<file path="config.mk">
export PLATFORM = sky130hd
export DESIGN_NAME = tri_interval_timer
export DESIGN_NICKNAME = d
export VERILOG_FILES = /design/src/rtl/tmr_pkg.sv /design/src/rtl/tmr_rst_sync.sv /design/src/rtl/tmr_prescaler.sv /design/src/rtl/tmr_channel.sv /design/src/rtl/tri_interval_timer.sv
export SDC_FILE = /design/constraint.sdc
export NUM_CORES = 1
export LEC_CHECK = 0
export ABC_AREA = 0
export BUFFER_PORTS_ARGS = -buffer_cell sky130_fd_sc_hd__buf_2
export CAP_MARGIN = 20
export CORE_MARGIN = 1.5
export CORE_UTILIZATION = 61
export DETAILED_ROUTE_END_ITERATION = 6
export PLACE_DENSITY = 0.79
export SYNTH_ARGS = -nofsm -noshare
export SYNTH_HDL_FRONTEND = slang
export SYNTH_SLANG_ARGS = --single-unit
export TNS_END_PERCENT = 20
</file>
<file path="constraint.sdc">
create_clock -name clk -period 2.6 [get_ports clk]
set_input_delay 0 -clock clk [delete_from_list [all_inputs] [get_ports clk]]
set_output_delay 0 -clock clk [all_outputs]
set_load 0.02 [all_outputs]
</file>
<file path="src/rtl/tmr_pkg.sv">
package tmr_pkg;
  localparam int unsigned TMR_N      = 3;
  localparam int unsigned TMR_TGT_W  = 8;
  localparam int unsigned TMR_OUT_W  = 4;
  localparam int unsigned TMR_PRE_W  = 3;
  localparam int unsigned TMR_FAST   = 2;
  localparam int unsigned CTL_CLR_LO = 4;
  localparam int unsigned CTL_CLR_HI = 5;
  localparam int unsigned CTL_ROM    = 7;

  typedef enum logic [1:0] {
    SEL_CTRL = 2'd0,
    SEL_PER0 = 2'd1,
    SEL_PER1 = 2'd2,
    SEL_PER2 = 2'd3
  } wr_sel_e;
endpackage

</file>
<file path="src/rtl/tmr_rst_sync.sv">
module tmr_rst_sync (
  input  logic clk,
  input  logic rst_n,
  output logic rst_n_sync
);
  logic [1:0] sync_q;

  always_ff @(posedge clk or negedge rst_n) begin
    if (!rst_n) sync_q <= 2'b00;
    else        sync_q <= {sync_q[0], 1'b1};
  end

  assign rst_n_sync = sync_q[1];
endmodule

</file>
<file path="src/rtl/tmr_prescaler.sv">
module tmr_prescaler #(
  parameter int unsigned PRE_W = 3
) (
  input  logic clk,
  input  logic rst_n,
  input  logic tick_i,
  output logic step_o
);
  logic [PRE_W-1:0] cnt_q, cnt_d;

  always_comb begin
    cnt_d = cnt_q;
    if (tick_i) cnt_d = cnt_q + 1'b1;
  end

  always_ff @(posedge clk or negedge rst_n) begin
    if (!rst_n) cnt_q <= '0;
    else        cnt_q <= cnt_d;
  end

  assign step_o = tick_i && (cnt_q == {PRE_W{1'b1}});

  // a slow step is never followed directly by another slow step
  p_slow_spacing_r1: assert property (@(posedge clk) disable iff (!rst_n)
    step_o |=> !step_o);
  // the prescaler advances on every tick whatever else happens
  p_free_run_r10: assert property (@(posedge clk) disable iff (!rst_n)
    tick_i |=> cnt_q == PRE_W'($past(cnt_q) + 1'b1));
endmodule

</file>
<file path="src/rtl/tmr_channel.sv">
module tmr_channel #(
  parameter int unsigned TGT_W = 8,
  parameter int unsigned OUT_W = 4
) (
  input  logic             clk,
  input  logic             rst_n,
  input  logic             en_i,
  input  logic             start_i,
  input  logic             step_i,
  input  logic             rd_clr_i,
  input  logic [TGT_W-1:0] period_i,
  output logic [OUT_W-1:0] out_o
);
  localparam int unsigned PER_W = TGT_W + 1;

  logic [TGT_W-1:0] stage_q, stage_d;
  logic [OUT_W-1:0] out_q, out_d;
  logic [PER_W-1:0] period_full, stage_inc;
  logic             wrap;

  assign period_full = (period_i == '0) ? (PER_W'(1) << TGT_W) : {1'b0, period_i};
  assign stage_inc   = {1'b0, stage_q} + 1'b1;
  assign wrap        = (stage_inc >= period_full);

  always_comb begin
    stage_d = stage_q;
    out_d   = out_q;
    if (start_i) begin
      stage_d = '0;
      out_d   = '0;
    end else begin
      if (en_i && step_i) begin
        if (wrap) begin
          stage_d = '0;
          out_d   = out_q + 1'b1;
        end else begin
          stage_d = stage_inc[TGT_W-1:0];
        end
      end
      if (rd_clr_i) out_d = '0;
    end
  end

  always_ff @(posedge clk or negedge rst_n) begin
    if (!rst_n) begin
      stage_q <= '0;
      out_q   <= '0;
    end else begin
      stage_q <= stage_d;
      out_q   <= out_d;
    end
  end

  assign out_o = out_q;

  // a rising enable leaves a zeroed channel
  p_start_clears_r4: assert property (@(posedge clk) disable iff (!rst_n)
    start_i |=> (out_q == '0) && (stage_q == '0));
  // a read always leaves the counter at zero
  p_read_clears_r8: assert property (@(posedge clk) disable iff (!rst_n)
    rd_clr_i |=> out_q == '0);
  // an idle disabled channel keeps its state
  p_hold_off_r9: assert property (@(posedge clk) disable iff (!rst_n)
    (!en_i && !start_i && !rd_clr_i) |=> $stable(out_q) && $stable(stage_q));
  // without start or read the counter moves by at most one
  p_step_by_one_r3: assert property (@(posedge clk) disable iff (!rst_n)
    (!start_i && !rd_clr_i) |=> (out_q == $past(out_q)) || (out_q == OUT_W'($past(out_q) + 1'b1)));
endmodule

</file>
<file path="src/rtl/tri_interval_timer.sv">
module tri_interval_timer
  import tmr_pkg::*;
#(
  parameter int unsigned N     = TMR_N,
  parameter int unsigned TGT_W = TMR_TGT_W,
  parameter int unsigned OUT_W = TMR_OUT_W,
  parameter int unsigned PRE_W = TMR_PRE_W,
  parameter int unsigned FAST  = TMR_FAST
) (
  input  logic             clk,
  input  logic             rst_n,
  input  logic             tick_i,
  input  logic             wr_en_i,
  input  logic [1:0]       wr_sel_i,
  input  logic [7:0]       wr_data_i,
  input  logic             rd_en_i,
  input  logic [1:0]       rd_sel_i,
  output logic [OUT_W-1:0] rd_data_o,
  output logic             port_clr_lo_o,
  output logic             port_clr_hi_o,
  output logic             rom_visible_o
);
  logic             rst_n_s;
  logic             slow_step;
  logic             ctrl_wr;
  logic [N-1:0]     en_q, en_d, start, step, rd_clr;
  logic [TGT_W-1:0] per_q [N];
  logic [TGT_W-1:0] per_d [N];
  logic [OUT_W-1:0] cnt   [N];
  logic             rom_q, rom_d, clr_lo_q, clr_lo_d, clr_hi_q, clr_hi_d;

  tmr_rst_sync u_rst (.clk(clk), .rst_n(rst_n), .rst_n_sync(rst_n_s));

  tmr_prescaler #(.PRE_W(PRE_W)) u_pre (
    .clk(clk), .rst_n(rst_n_s), .tick_i(tick_i), .step_o(slow_step));

  assign ctrl_wr = wr_en_i && (wr_sel_i == SEL_CTRL);

  always_comb begin
    en_d     = ctrl_wr ? wr_data_i[N-1:0] : en_q;
    start    = ctrl_wr ? (wr_data_i[N-1:0] & ~en_q) : '0;
    rom_d    = ctrl_wr ? wr_data_i[CTL_ROM] : rom_q;
    clr_lo_d = ctrl_wr && wr_data_i[CTL_CLR_LO];
    clr_hi_d = ctrl_wr && wr_data_i[CTL_CLR_HI];
    for (int i = 0; i < N; i++) begin
      per_d[i]  = (wr_en_i && (wr_sel_i == 2'(i + 1))) ? wr_data_i[TGT_W-1:0] : per_q[i];
      rd_clr[i] = rd_en_i && (rd_sel_i == 2'(i));
    end
  end

  always_ff @(posedge clk or negedge rst_n_s) begin
    if (!rst_n_s) begin
      en_q     <= '0;
      rom_q    <= 1'b1;
      clr_lo_q <= 1'b0;
      clr_hi_q <= 1'b0;
      for (int i = 0; i < N; i++) per_q[i] <= '0;
    end else begin
      en_q     <= en_d;
      rom_q    <= rom_d;
      clr_lo_q <= clr_lo_d;
      clr_hi_q <= clr_hi_d;
      for (int i = 0; i < N; i++) per_q[i] <= per_d[i];
    end
  end

  for (genvar g = 0; g < N; g++) begin : g_ch
    if (g == FAST) begin : g_fast
      assign step[g] = tick_i;
    end else begin : g_slow
      assign step[g] = slow_step;
    end
    tmr_channel #(.TGT_W(TGT_W), .OUT_W(OUT_W)) u_ch (
      .clk(clk), .rst_n(rst_n_s), .en_i(en_q[g]), .start_i(start[g]),
      .step_i(step[g]), .rd_clr_i(rd_clr[g]), .period_i(per_q[g]), .out_o(cnt[g]));
  end

  always_comb begin
    rd_data_o = '0;
    for (int i = 0; i < N; i++)
      if (rd_sel_i == 2'(i)) rd_data_o = cnt[i];
  end

  assign port_clr_lo_o = clr_lo_q;
  assign port_clr_hi_o = clr_hi_q;
  assign rom_visible_o = rom_q;

  // the ROM flag follows bit 7 of the last control write
  p_rom_follows_r6: assert property (@(posedge clk) disable iff (!rst_n_s)
    ctrl_wr |=> rom_visible_o == $past(wr_data_i[CTL_ROM]));
  // without a new control write the strobes drop after one cycle
  p_strobe_pulse_r5: assert property (@(posedge clk) disable iff (!rst_n_s)
    (port_clr_lo_o && !ctrl_wr) |=> !port_clr_lo_o);
  // a control write without a set enable bit stops the channel
  p_enable_low_r4: assert property (@(posedge clk) disable iff (!rst_n_s)
    (ctrl_wr && !wr_data_i[FAST]) |=> !en_q[FAST]);
endmodule

</file>
Word-level counts from Yosys, hierarchy flattened
Index checks and enable logic that the tools add are counted.

Bits of input ports: 17. Bits in registers: 71. Output and inout bits: 7.

Mux-type cells: 28. Add/subtract/negate cells: 7. Reduce and logical (&&, ||, !) cells: 30. Bitwise gates (word level): 2. $lt $le $gt $ge: 3. Equal/unequal tests: 6.

Operators with widths (count): 8-bit 2-to-1 mux (9); 4-bit 2-to-1 mux (15); 8-bit by 1-bit adder with 9-bit output (second input constant) (3); 9-bit greater-or-equal comparator (3); 9-bit 2-to-1 mux (3); 8-bit logical NOT (3); 3-bit nonzero test (6); 1-bit logical AND (13); 4-bit by 1-bit adder with 4-bit output (second input constant) (3); 2-bit == test (second input constant) (3); 2-bit AND reduction (3); 2-bit nonzero test (3); 2-bit by 1-bit == test with 1-bit output (second input constant) (2); 2-bit logical NOT (2); 3-bit by 1-bit adder with 3-bit output (second input constant) (1); 3-bit AND (1); 3-bit == test (second input constant) (1); 3-bit 2-to-1 mux (1); 3-bit NOT (1).

Longest topological paths before layout
Gate-level depths: netlist of the first run.

Depth in word-level cells: 7. Mapped depth: 12.

Cells and area by module
A second synthesis of the first run with hierarchy kept.

Cells, all modules: 443. Area, all modules: 4399.2 sq um.

By module, submodules not included: tmr_channel (area an instance 978.4 sq um, seq. area each 300.3 sq um, cells each 117, instances 3); tri_interval_timer (area an instance 1271.2 sq um, seq. area each 752.0 sq um, cells each 80, instances 1); tmr_prescaler (area an instance 138.9 sq um, seq. area each 75.1 sq um, cells each 9, instances 1); tmr_rst_sync (area an instance 53.8 sq um, seq. area each 50.0 sq um, cells each 3, instances 1).

Worst setup path before layout of the first run
OpenSTA, ideal clock, no wires.

Kind: register to register. Start: register g_ch[0].u_ch.stage_q[0]. End: register g_ch[0].u_ch.out_q[3]. Path slack: -0.037 ns. Library setup time: 0.125 ns. Stages on the path, launching flop included: 13. Path buffers: 0. Data arrival time: 2.513 ns. Path through: dfrtp_1 ha_1 and3_1 nand3_1 or2_2 nand2_1 ha_1 a21oi_1 nor2_1 a211oi_1 a21oi_2 nand4_1 mux2_2.

Longest elaborated chain between the ends: 4.

Ends and longest elaborated chain: from (decl) (RTL line tmr_channel.sv:16) `logic [TGT_W-1:0] stage_q, stage_d;`; from (signal assigned) (RTL line tmr_channel.sv:49) `stage_q <= stage_d;`; 8-bit by 1-bit adder with 9-bit output (RTL line tmr_channel.sv:22) `assign stage_inc = {1'b0, stage_q} + 1'b1;`; 9-bit greater-or-equal comparator (RTL line tmr_channel.sv:23) `assign wrap = (stage_inc >= period_full);`; 3-bit nonzero test (no source line); 2-bit AND reduction (no source line); to (signal assigned) (RTL line tmr_channel.sv:50) `out_q <= out_d;`; to (decl) (RTL line tmr_channel.sv:17) `logic [OUT_W-1:0] out_q, out_d;`.

No other way between the ends. A chain may end at the register's enable or synchronous reset.

Worst setup path in the final report of the first run
Start: register g_ch[2].u_ch.stage_q[1]. End: register g_ch[2].u_ch.stage_q[5].

Longest elaborated chain between the ends: 5.

Ends and longest elaborated chain: from (decl) (RTL line tmr_channel.sv:16); from (signal assigned) (RTL line tmr_channel.sv:49); 8-bit by 1-bit adder with 9-bit output * (RTL line tmr_channel.sv:22); 9-bit greater-or-equal comparator (RTL line tmr_channel.sv:23); 8-bit 2-to-1 mux * (RTL line tmr_channel.sv:33) `if (wrap) begin`; 8-bit 2-to-1 mux * (RTL line tmr_channel.sv:32) `if (en_i && step_i) begin`; 8-bit 2-to-1 mux * (RTL line tmr_channel.sv:28) `if (start_i) begin`.

Mark *: on every way between the ends. The rest lies on a longest branch, timed or not. The select of a mux whose other input is x is not followed.

==> flow_summary.ini, run 1 <==
[route]
dr_wl_met2_um = 5119
drc_errors = 0
wl_met1_um = 4412
first_pass_iters = 4
vias = 3318
drtIter0Drc = 196
avgRoutedWirePerCell_um = 18.17
wl_met3_um = 397
drt_wl_total_um = 10250
top_layer_used = met4
viasPerCell = 5.883
antenna_left = 0

[global_route]
grt-ovfl-total = 0
grt_pass1_vias = 3229
antenna_found_initial = 0
grt_max_degree = 70
grt_usage = 0.2721
grt_pass1_wl_um = 15310

[final_layout]
syn_to_final_growth_pct = 25.58
drive_gt1_frac = 0.3347
instances_no_fill = 564
final_area_um2 = 5171
num-fill-cells = 351
layout.nets = 534
antenna-diode-count = 0

[min_path]
min-delay-start = wr_sel_i[0]
hold_path.class = in -> reg

[synthesis]
synth_edf_count = 0
syn_nets = 465
synth-seq-cells = 71
synth.largest_area_cell = dfrtp_1
synth_area_leaders = dfrtp_1, ha_1, mux2_2
synth_top_area_frac = 0.4254
syn_area_um2 = 4118
yosysSeqAreaShare = 0.4318
ys.flop_type = dfrtp_1
synthMostInstantiatedCell = dfrtp_1
avgSynthCellArea_um2 = 9.970
synth_cells = 413
synth_commonest_cells = dfrtp_1, nand2_1, ha_1
synth_warnings = 0
synth_async_sr_flop_share = 1.000
ys_types = 40

[timing]
fin_ws_ns = -0.1160
hold_violations = 0
rsz0062_at_grt = true
max_freq_mhz = 368.2
fin_crit_ns = 2.716
hold_ws_ns = 0.03998
setup_viol = 12
maxSlewViolCount = 0
period_share = 1.045
fin_skew_ns = 0.01199
finalSetupTns_ns = -0.7537

[place]
dpl.cell_count = 527
dpl_cell_area_um2 = 4468
place_worst_setup_slack_ns = -0.1234
globalplace.congestion = 0.8576
portBuffers = 23
dp_hpwl_um = 6167

[floorplan]
die_w_um = 85.16
initial_core_util = 0.6411
io_pins = 24
die_h_um = 85.16
core_area_um2 = 6422
num_rows = 29
die_area_um2 = 7252

[clocking]
h-tree-depth = 3
numCtsBuffers = 9
clockRootBuffer = clkbuf_8
clkTransAtPathRegs_ns = 0.09
clk_latency_ns = 0.36
tritoncts = built
cts.path.max_buffers = 2
clock_sinks = 71

[critical_path]
arrival_ns = 3.01
crit_path_start_kind = flop
path_class = reg -> reg
crit_path_end_kind = flop
startpoint = g_ch[2].u_ch.stage_q[1]
required_ns = 2.90
crit-reg2reg-launch = g_ch[2].u_ch.stage_q[1]
cp_max_fo = 6

[pwr]
powerDensity_nw_per_um2 = 634.9
peakVddDrop_mv = 0.6476
leakagePower_uw = 0.002581

[flow_run]
maxCapViolations = 0

[status]
violations = setup timing
status = complete, but fails checks
==> report_power, final <==
part	total (uW)	leakage [uW]	switching (uW)	internal [uW]
clock	943	0.000103	482	461
combinational	909	0.00157	468	441
sequential	1430	0.000911	160	1270
total	3280	0.00258	1110	2170
==> path summary, 6_finish.rpt <==
| kind | to | slack (ns) | cells past startpoint |
|---|---|---|---|
| worst max-delay path | g_ch[2].u_ch.stage_q[5] | -0.12 | 12 |
| worst min-delay path | port_clr_hi_o | 0.04 | 3 |
| worst max register to register | g_ch[2].u_ch.stage_q[5] | -0.12 | 12 |
| worst min register to register | per_q[3] | 0.28 | 1 |
| max in group asynchronous | u_rst.sync_q[1] | 1.97 | 3 |
| min in group asynchronous | per_q[3] | 0.28 | 1 |
==> logic make-up (layout without fill, tap and decap cells) <==
group,count (synthesis),in the layout,share of synthesized area
simple gates,155,155,0.1854
flops,71,71,0.4318
compound gates,61,62,0.09784
mux,42,42,0.1118
fa+ha+maj,35,35,0.1064
buf+inv,32,105,0.03190
xor+xnor,16,16,0.03403
other cells,1,1,0.0009107
==> metrics by stage <==
step,total power (uW),util
final,3283,0.8052
after global routing,3469,0.8052
after CTS,3201,0.7557
after detailed placement,2221,0.6957
after global placement,2154,0.6957
after floorplan,1937,-
==> cell usage in the layout, fill, tap and decap left out, types with 4 or more instances in the layout <==
master and n:
o21ai_0 10, inv_1 25, buf_6 5, and3_1 6, a21oi_2 6, a21oi_1 6, nand3_1 8, nand4_1 6
buf_4 23, and3_4 5, nor4_1 6, xor2_1 7, mux2_2 30, a21o_1 11, dlygate4sd3_1 11, nand3_2 5
mux2i_1 10, a211oi_2 4, nor2_1 21, dfrtp_1 69, buf_2 24, nand2b_1 9, clkbuf_8 9, a211oi_1 4
o22ai_1 6, nand2_1 56, ha_1 30, xnor2_1 6, nand3b_1 4
==> worst max-delay path: stages (launching register included) <==
cell and delay, ns:
dfrtp_1 0.45, ha_4 0.17, nand3_2 0.12, nor2_4 0.17, xor2_1 0.26, ha_1 0.32, a21oi_2 0.15, nor2_2 0.06
a211oi_2 0.25, nand4_1 0.22, buf_6 0.20, o21ai_2 0.12, a21o_1 0.15
==> flip-flops by register name (all words and copies together), names as in the netlist <==
signal	count
en_q	3
u_pre.cnt_q	3
g_ch.u_ch.out_o	12
port_clr_hi_o	1
port_clr_lo_o	1
rom_visible_o	1
g_ch.u_ch.stage_q	24
per_q	24
u_rst.sync_q	2
==> layer usage <==
layer,global-route usage,up-vias
met5,0,-
met4,0.09836,0
met3,0.05739,26
met2,0.4437,83
met1,0.3610,1617
li1,-,1592
==> what timing repair did <==
action                     CTS  global route
pin swaps                    6            37
gates resized for setup      9            58
hold endpoints to repair    33             0
buffers inserted             3             5
cloned                       1             1
hold buffers                11             0
setup endpoints to repair   12            31
==> area by class of cell <==
type	instances	area, um2	share of cell area
Clock buffer	9	123.9	0.02395
Clock inverter	7	83.83	0.01621
Inverter	25	93.84	0.01815
Multi-Input combinational cell	311	2515	0.4863
Sequential cell	71	1779	0.3441
Tap cell	77	96.34	0.01863
Timing Repair Buffer	64	479.2	0.09267
(Power assumes the default switching activity.)
==> inputs of run 2 (changes only) <==
- RECOVER_POWER: default -> 50
- SYNTH_HIERARCHICAL: default -> 1
==> run 2 against run 1 <==
The flow finishes with violations (capacitance limit, slew limit, setup timing). Flip-flop and latch count unchanged. Hold slack improved by 0.11 ns. Register-to-register slack better by 0.097 ns. First-iteration DRC count grew 27%. Core utilization fell by 3.0 points. Via count up 11%. Routed wire length up 8.3%. Sequential share of layout area fell by 0.85 points. Global-route usage is 0.15 points higher. Critical path depth is 1 lower. Critical path type unchanged. Critical endpoint is now g_ch[0].u_ch/stage_q[5]. Largest power group is now combinational cells.
==> flow_summary.ini, run 2 <==
[clocking]
clock_sinks = 71
clockRootBuffer = clkbuf_8
numCtsBuffers = 9
h-tree-depth = 3
clkTransAtPathRegs_ns = 0.08
cts.path.max_buffers = 2
clk_latency_ns = 0.35
tritoncts = built

[critical_path]
setup.worst_path.end = g_ch[0].u_ch/stage_q[5]
path_class = reg -> reg
cp_common_cell = nand3_2
max_stage_delay_ns = 0.44
crit-reg2reg-launch = g_ch[0].u_ch/stage_q[1]
r2r_end = g_ch[0].u_ch/stage_q[5]
slowest_stage = dfrtp_1
crit_path_end_kind = flop
r2r_cells = 11
crit_path_cell_trace = ha_4 -> nand3_2 -> nor2_4 -> xor2_1 -> ha_1 -> and4_1 -> nor3b_4 -> a211oi_4 -> buf_6 -> nand3_2 -> a31oi_1
startpoint = g_ch[0].u_ch/stage_q[1]
arrival_ns = 2.87
r2r_slack_ns = -0.02
worst-path-stages = 11
crit_family = simple AND/OR/NAND/NOR gates
crit_path_start_kind = flop
required_ns = 2.85
crit_buf_inv = 1
cp_max_fo = 5

[place]
globalplace.congestion = 0.8615
dp_hpwl_um = 6871
dpl_cell_area_um2 = 4662
portBuffers = 23
dpl.cell_count = 564

[synthesis]
synth_async_sr_flop_share = 1.000
synthMostInstantiatedCell = dfrtp_1
synth-seq-cells = 71
synth_edf_count = 0
synth_xor_area_frac = 0.03783
synth_top_family_by_area = simple AND/OR/NAND/NOR gates
muxShareOfSynthArea = 0.08589
syn_area_um2 = 4399
synth_warnings = 6
synth.largest_area_cell = dfrtp_1
synth_fa_ha_area_frac = 0.09954
syn_nets = 495
yosysSeqAreaShare = 0.4042
ys_types = 45
ys.flop_type = dfrtp_1
yosys.area_share.simple = 0.2204
avgSynthCellArea_um2 = 9.931
synth_commonest_cells = dfrtp_1, nand2_1, ha_1
synth_cells = 443
synth_top_area_frac = 0.3982
synth_area_leaders = dfrtp_1, ha_1, mux2_2
synth_compound_area_frac = 0.1035

[route]
drc_errors = 0
avgRoutedWirePerCell_um = 18.29
drtIter0Drc = 249
drt_wl_total_um = 11100
vias = 3699
antenna_left = 0
first_pass_iters = 5
viasPerCell = 6.094

[pwr]
peakVddDrop_mv = 0.5312
leakagePower_uw = 0.002448
powerDensity_nw_per_um2 = 895.0

[timing]
finalSetupTns_ns = -0.02111
period_share = 1.007
tightestPinTransition_ns = 1.635
hold_ws_ns = 0.1493
max-slew-margin-rel = -0.09216
hold_violations = 0
max_freq_mhz = 381.8
setup_viol = 2
fin_crit_ns = 2.619
fin_skew_ns = 0.01722
fin_ws_ns = -0.01898
maxSlewViolCount = 10
rsz0062_at_grt = true

[final_layout]
final_common_cell = dfrtp_1
utilization = 0.7752
drive_gt1_frac = 0.3268
instances_no_fill = 607
layout_common_cells = dfrtp_1, nand2_1, ha_1
final_area_um2 = 5325
antenna-diode-count = 0
layout.nets = 558
syn_to_final_growth_pct = 21.05

[floorplan]
num_rows = 30
core_area_um2 = 6869
die_h_um = 87.92
die_area_um2 = 7730
initial_core_util = 0.6404
die_w_um = 87.92
io_pins = 24

[global_route]
grt_usage = 0.2736
grt_pass1_vias = 3466
grt-ovfl-total = 0
grt_pass1_wl_um = 16210
antenna_found_initial = 0
grt_max_degree = 35

[min_path]
hold_path.class = in -> reg

[status]
violations = capacitance limit, slew limit, setup timing
status = complete, but fails checks

[flow_run]
maxCapViolations = 1
[run 2: worst min-delay path by stage]
stage | from | to | slack, ns | depth (start not counted)
2_1_floorplan | rst_n | u_rst/sync_q[0] | -0.30 | 0
3_3_place_gp | rst_n | u_rst/sync_q[0] | -0.21 | 1
3_5_place_dp | rst_n | u_rst/sync_q[0] | -0.21 | 1
4_1_cts | wr_sel_i[0] | port_clr_lo_o | 0.12 | 3
5_1_grt | wr_sel_i[1] | per_q[3] | 0.15 | 3
6_report | rd_en_i | g_ch[2].u_ch/out_o[3] | 0.15 | 4
[run 2: worst register-to-register path: stages, from the launching register on]
cell and delay [ns]:
dfrtp_1 0.44, ha_4 0.19, nand3_2 0.11, nor2_4 0.13, xor2_1 0.16, ha_1 0.27, and4_1 0.23, nor3b_4 0.17
a211oi_4 0.36, buf_6 0.18, nand3_2 0.08, a31oi_1 0.20
[run 2: kinds of logic (layout without fill, tap and decap cells)]
logic type	count (synthesis)	count (layout)
DFF	71	71
adders and majority gates	35	35
other	1	1
buffers and inverters	40	108
AOI/OAI and AO/OA	76	76
and+or+nand+nor	167	167
muxes	34	34
xor gates and xnor gates	19	19
[run 2: timing repair]
item                                    CTS  global route
hold buffers                             11             0
endpoints found under the setup margin    3            35
pin swaps                                 1            30
setup buffers                             1            11
resized for setup                         5            60
cloned                                    0             4
hold endpoints to repair                 35             0
[run 2: area by class of cell]
class / count / area [um2]
inverter: 21 / 78.83
timing repair buffer: 71 / 519.2
sequential: 71 / 1787
multi-input combinational: 332 / 2640
fill: 418 / 1544
clock inverter: 6 / 42.54
tap: 96 / 120.1
clock buffer: 10 / 137.6
[run 2: report_power, final]
part           total, uW  internal (uW)  switching, uW
Sequential          1650           1360            296
Clock                830            376            454
Combinational       2280           1100           1180
[run 2: stage by stage]
| step | total power (uW) | worst slack, ns |
|---|---|---|
| after floorplan | 3001 | 0.06053 |
| after global placement | 3257 | 0.1214 |
| after detailed placement | 3375 | 0.01199 |
| after CTS | 4252 | 0.005732 |
| after global routing | 5061 | -0.1197 |
| final | 4766 | -0.01898 |
[run 2: metal layers]
metal  routed length (um)  share of wire  vias to the layer above  global-route usage
li1                     -              -                     1703                   -
met3                  421          0.038                       25             0.04807
met4                  254          0.023                        0              0.1270
met2                 5566           0.50                      115              0.4545
met5                    0              0                        -                   0
met1                 4859           0.44                     1856              0.3477
